==> config.mk <==
export PLATFORM = sky130hd
export DESIGN_NAME = supv_fault_seq
export DESIGN_NICKNAME = d
export VERILOG_FILES = /design/src/rtl/supv_pkg.sv /design/src/rtl/supv_qual.sv /design/src/rtl/supv_timer.sv /design/src/rtl/supv_latch.sv /design/src/rtl/supv_fault_seq.sv
export SDC_FILE = /design/constraint.sdc
export NUM_CORES = 1
export LEC_CHECK = 0
export ABC_AREA = 0
export CAP_MARGIN = 10
export CORE_ASPECT_RATIO = 2
export CORE_MARGIN = 5
export CORE_UTILIZATION = 45
export CTS_CLUSTER_DIAMETER = 100
export DETAILED_ROUTE_END_ITERATION = 7
export GPL_TIMING_DRIVEN = 1
export PLACE_DENSITY = 0.69
export SYNTH_ARGS = -nofsm -noshare
export SYNTH_HDL_FRONTEND = slang
export SYNTH_SLANG_ARGS = --single-unit
==> constraint.sdc <==
create_clock -name clk -period 3.5 [get_ports clk]
set_input_delay 0.7 -clock clk [delete_from_list [all_inputs] [get_ports clk]]
set_output_delay 0.7 -clock clk [all_outputs]
set_load 0.02 [all_outputs]
==> src/rtl/supv_pkg.sv <==
package supv_pkg;
  typedef enum logic [1:0] {
    FM_OV_ONLY     = 2'b00,
    FM_OV_UV       = 2'b01,
    FM_OV_UV_BLANK = 2'b10,
    FM_UV_DISABLED = 2'b11
  } fault_mode_e;
endpackage

==> src/rtl/supv_qual.sv <==
module supv_qual #(
  parameter int QUAL_CYCLES = 5
) (
  input  logic clk,
  input  logic rst_n,
  input  logic raw_i,
  output logic qual_o
);
  localparam int QW = $clog2(QUAL_CYCLES + 1);
  localparam logic [QW-1:0] QMAX = QW'(QUAL_CYCLES);

  logic [QW-1:0] run_q, run_d;

  always_comb begin
    run_d = run_q;
    if (!raw_i)
      run_d = '0;
    else if (run_q != QMAX)
      run_d = run_q + 1'b1;
  end

  always_ff @(posedge clk or negedge rst_n) begin
    if (!rst_n) run_q <= '0;
    else        run_q <= run_d;
  end

  assign qual_o = (run_q == QMAX);
endmodule

==> src/rtl/supv_timer.sv <==
module supv_timer #(
  parameter int CNT_W = 16
) (
  input  logic             clk,
  input  logic             rst_n,
  input  logic             clr_i,
  input  logic [CNT_W-1:0] limit_i,
  output logic             done_o,
  output logic [CNT_W-1:0] cnt_o
);
  logic [CNT_W-1:0] cnt_q, cnt_d;

  always_comb begin
    cnt_d = cnt_q;
    if (clr_i)
      cnt_d = '0;
    else if (cnt_q < limit_i)
      cnt_d = cnt_q + 1'b1;
  end

  always_ff @(posedge clk or negedge rst_n) begin
    if (!rst_n) cnt_q <= '0;
    else        cnt_q <= cnt_d;
  end

  assign done_o = (cnt_q >= limit_i);
  assign cnt_o  = cnt_q;
endmodule

==> src/rtl/supv_latch.sv <==
module supv_latch (
  input  logic clk,
  input  logic rst_n,
  input  logic set_i,
  input  logic clr_i,
  output logic q_o
);
  logic q_q, q_d;

  always_comb begin
    q_d = q_q;
    if (clr_i)      q_d = 1'b0;
    else if (set_i) q_d = 1'b1;
  end

  always_ff @(posedge clk or negedge rst_n) begin
    if (!rst_n) q_q <= 1'b0;
    else        q_q <= q_d;
  end

  assign q_o = q_q;
endmodule

==> src/rtl/supv_fault_seq.sv <==
module supv_fault_seq
  import supv_pkg::*;
#(
  parameter int NUM_RAILS   = 5,
  parameter int CNT_W       = 16,
  parameter int QUAL_CYCLES = 5
) (
  input  logic                 clk,
  input  logic                 rst_n,
  input  logic                 bias_ok,
  input  logic [NUM_RAILS-1:0] ov_flags,
  input  logic [NUM_RAILS-1:0] uv_flags,
  input  logic                 line_ok,
  input  logic                 off_req,
  input  logic [1:0]           fault_mode,
  input  logic [CNT_W-1:0]     blank_limit,
  input  logic [CNT_W-1:0]     off_limit,
  output logic                 fault_o,
  output logic                 crowbar_o
);
  localparam int NPATH = 2;
  localparam int P_OV  = 0;
  localparam int P_UV  = 1;

  // reset: asserted asynchronously, released on the clock
  logic rst_s1_q, rst_sync_n;
  always_ff @(posedge clk or negedge rst_n) begin
    if (!rst_n) begin
      rst_s1_q   <= 1'b0;
      rst_sync_n <= 1'b0;
    end else begin
      rst_s1_q   <= 1'b1;
      rst_sync_n <= rst_s1_q;
    end
  end

  // detection paths gated by bias, then qualified
  logic [NPATH-1:0] raw_path, qual_path;
  assign raw_path[P_OV] = bias_ok & (|ov_flags);
  assign raw_path[P_UV] = bias_ok & (|uv_flags);

  for (genvar g = 0; g < NPATH; g++) begin : g_qual
    supv_qual #(.QUAL_CYCLES(QUAL_CYCLES)) u_qual (
      .clk    (clk),
      .rst_n  (rst_sync_n),
      .raw_i  (raw_path[g]),
      .qual_o (qual_path[g])
    );
  end

  logic ov_q, uv_q;
  assign ov_q = qual_path[P_OV];
  assign uv_q = qual_path[P_UV];

  // remote-off edge detect (reset high so a held-low request is benign)
  logic off_d_q, off_d_d, off_fall;
  assign off_d_d  = off_req;
  assign off_fall = off_d_q & ~off_req;
  always_ff @(posedge clk or negedge rst_n) begin
    if (!rst_n) off_d_q <= 1'b1;
    else        off_d_q <= off_d_d;
  end

  // blanking and shutdown-delay counters
  logic             blank_done, blank_clr, off_done;
  logic [CNT_W-1:0] blank_cnt, off_cnt;

  assign blank_clr = ~line_ok | ~bias_ok | fault_o | off_fall;

  supv_timer #(.CNT_W(CNT_W)) u_blank (
    .clk     (clk),
    .rst_n   (rst_sync_n),
    .clr_i   (blank_clr),
    .limit_i (blank_limit),
    .done_o  (blank_done),
    .cnt_o   (blank_cnt)
  );

  supv_timer #(.CNT_W(CNT_W)) u_offdly (
    .clk     (clk),
    .rst_n   (rst_sync_n),
    .clr_i   (~off_req),
    .limit_i (off_limit),
    .done_o  (off_done),
    .cnt_o   (off_cnt)
  );

  // mode decode
  fault_mode_e mode;
  logic        uv_enable;
  assign mode = fault_mode_e'(fault_mode);
  always_comb begin
    case (mode)
      FM_OV_UV:       uv_enable = 1'b1;
      FM_OV_UV_BLANK: uv_enable = blank_done;
      default:        uv_enable = 1'b0;
    endcase
  end

  // latches
  logic fault_lat, crow_lat;

  supv_latch u_fault_lat (
    .clk   (clk),
    .rst_n (rst_sync_n),
    .set_i (ov_q | (uv_q & uv_enable)),
    .clr_i (off_fall),
    .q_o   (fault_lat)
  );

  supv_latch u_crow_lat (
    .clk   (clk),
    .rst_n (rst_sync_n),
    .set_i (ov_q),
    .clr_i (off_fall),
    .q_o   (crow_lat)
  );

  assign fault_o   = fault_lat | (off_req & off_done);
  assign crowbar_o = crow_lat;
endmodule

==> impl_results.md <==
- DRT iter0 DRCs: 84
- Largest family of logic cells by synthesized area: simple AND/OR/NAND/NOR gates
- Register area share after synthesis: between 30% and 40%
- CP required: 2.80 ns
- Unrepaired setup endpoints after global routing: no
- Port Buffers: 50
- Reg-to-Reg Start: u_blank.cnt_o[13]
- R2R depth: 8
- Slew Limit Fails: 0
- Pin count of the biggest net entering global routing: between 40 and 50
- CTS sink cnt: 43
- Area grow syn2layout: 27.25%
- GR Util All Layers: between 15 and 20%
- Reg2reg setup slack: between 0.9 and 1 ns
- Worst flop-to-flop path endpoint: u_blank.cnt_o[7]
- Synth top area share: about a third
- Top cells by instance count after synthesis: 44 x inv_1, 42 x dfrtp_1, 40 x ha_1
- Final Net Count: between 500 and 600
- Multi-input gate area: 1775 um^2
- Final count of negative-setup-slack endpoints: 0
- Final antenna-violating net count: 0
- Routability cong.: between 0.8 and 0.9
- CP max FO: 2
- Avg Inst Size Synth: slightly below 9 um^2
- Least-Margin Pin Slew: around 0.53 ns
- Hold Path Class: reg -> async
- Top Ports: between 50 and 60
- Crit. End Element: output port
- Final min period: ~3.2 ns
- Worst Setup Start Kind: input pin
- Synth top area cells: dfrtp_1 34%, ha_1 16%, a21oi_1 5.6%
- N_diodes: 0
- Slew HR: around two thirds
- Synth Area in Simple Gates: a little over a fifth
- Share of post-route cells with drive strength above 1: under 10%
- CTS tree: done
- Warning count from the yosys run: 0
- Worst EP arrival: roughly 2.5 ns
- Number of flops mapped to enable cells by yosys: 0
- Pwr Density: ~300 nW/um^2
- Post-cts hold buffer count: 0
- Worst slack, placed: -0.1950 ns
- XOR/XNOR share of the synthesized area: 3.156%
- Initial Utilization: a little under half
- P_leak: approximately 1.7 nW
- Via Count: between 2000 and 3000
- CTS HTree Levels: 2
- Post-route DRC: 0
- Multiplexer area fraction after synthesis: less than 1%
- Crit share post-route: around 92%
- Final worst slack: 0.2686 ns
- Clock transition at path regs: around 0.060 ns
- Fill cells: 622
- Number of buffers created by CTS: 5
- Yosys cell types: 47
- Mapped Nets: about 440
- Util after Layout: between 50% and 60%
- First-pass detailed-route iteration total: 4
- Initial antenna violation count: 0
- Max Buffers Root-to-Sink: 2
- Die width: 68.24 um
- Core footprint: ~6600 um^2
- VDD IR max: roughly 0.36 mV
- Final Non-Filler Cells: approximately 500
- Total grt overflow: 0
- Post-Synth Adder-Cell Area: 16.39%
- Vias in the first global route: 2741
- Clock skew: about 0.0044 ns
- FP Rows: 42
- Wirelength, routed: between 7000 and 8000 um
- CTS root buf: clkbuf_16
- Hold Vio Cnt, Final: 0
- Post-DP HPWL: slightly below 6000 um
- FF+latch area: between 1000 and 1500 um^2
- FF+latch count, synth: 43
- Crit Path Class: in -> out
- Pwr Total: between 0.001 and 0.0015 W
- First-pass GRT wire length: 12200 um
- Asr flop ratio synth: 100.0%
- Cell with the most instances after synthesis: inv_1
- Post-Syn Area: slightly above 3000 um^2
- Chip height: between 100 and 150 um
- Clk_lat worst skew: 0.29 ns
- Die Area: between 8000 and 9000 um^2
- Vias per cell: 5.415
- Post-Synthesis Cells: roughly 350
- Post-synthesis compound-gate area fraction: ~16%
- Top_reg_cell synth: dfrtp_1
- Final TNS setup: 0 ns
- Status: finished clean
- Dpl cells: between 400 and 500
- Synth area leader: dfrtp_1
- Max frequency: 0.3095 GHz
- Max-cap violations: 0
- Wire length per cell: approximately 14 um
==> flip-flops by register name (all words and copies together) (netlist names) <==
signal,flops
u_blank.cnt_o,16
u_offdly.cnt_o,16
g_qual.u_qual.run_q,6
off_d_q,1
rst_s1_q,1
rst_sync_n,1
u_crow_lat.q_o,1
u_fault_lat.q_o,1
==> metrics by stage <==
stage	cell area, um^2	hold slack [ns]
floorplan	3053	0.3312
global placement	3742	0.3239
detailed placement	3742	0.3200
CTS	3889	0.3262
global route	3885	0.3682
finish	3885	0.2997
==> how the worst max path moves through the flow <==
stage                       from       to  slack (ns)  depth (start not counted)
global placement    off_limit[1]  fault_o       -0.13                         10
floorplan           off_limit[1]  fault_o        0.48                         10
finish              off_limit[1]  fault_o        0.27                         10
detailed placement  off_limit[1]  fault_o       -0.19                         10
CTS                 off_limit[1]  fault_o        0.08                         10
global route        off_limit[1]  fault_o        0.12                         10
==> cells in the final DEF, fill, tap and decap left out, drive strengths merged, types with 2 or more instances in the layout <==
cell type	n
clkdlybuf4s50	49
inv	44
dfrtp	42
ha	40
a21oi	37
nand2	24
nor2	24
o21ai	20
or3	14
buf	13
nand4	11
or4	11
xnor2	11
nand3	9
clkbuf	8
o31ai	7
nor4	6
nor3	4
and4	3
nor2b	3
nor4b	3
and3	3
a31oi	2
mux2i	2
nand3b	2
o31a	2
a211oi	2
o211ai	2
clkinv	2
o21a	2
or2	2
==> per-layer routing <==
metal,global-route usage (%),share of wire (%),vias to the layer above
li1,-,-,1381
met1,19.03,37,1280
met2,34.07,58,42
met3,2.743,3.1,10
met4,6.917,2.0,0
met5,0,0,-
==> cell type report <==
class | instances | share of cell area, %
clock buffer | 7 | 3.671
clock inverter | 1 | 0.1288
tap | 88 | 2.834
inverter | 45 | 4.348
multi-input combinational | 254 | 45.70
timing repair buffer | 63 | 15.59
sequential | 43 | 27.73
==> logic make-up (layout without fill, tap and decap cells) <==
family,Yosys count,count (layout)
buf+inv,52,116
compound gates,80,80
mux,2,2
fa+ha+maj,40,40
flops,43,43
simple gates,120,120
other cells,1,1
xor+xnor,11,11
==> critical path: stages <==
cell	delay, ns
clkdlybuf4s50_1	0.45
inv_1	0.04
ha_1	0.28
nor2b_1	0.14
o211ai_1	0.10
a2111o_1	0.38
o2111ai_2	0.11
nand2_1	0.09
nand2_1	0.07
clkbuf_2	0.16
==> where the power goes <==
part           internal (W)  switching [W]  total, W
Clock              0.000283       0.000190  0.000473
Sequential         0.000512      0.0000125  0.000524
Combinational     0.0000879      0.0000691  0.000157
==> what timing repair did <==
| action | in CTS | in global routing |
|---|---|---|
| resized for setup | 1 | 2 |
| gates cloned | 0 | 0 |
| pin swaps | 0 | 0 |
| buffers inserted | 0 | 0 |
| endpoints found under the setup margin | 1 | 1 |
No activity file was read; power rests on OpenSTA's default activity.
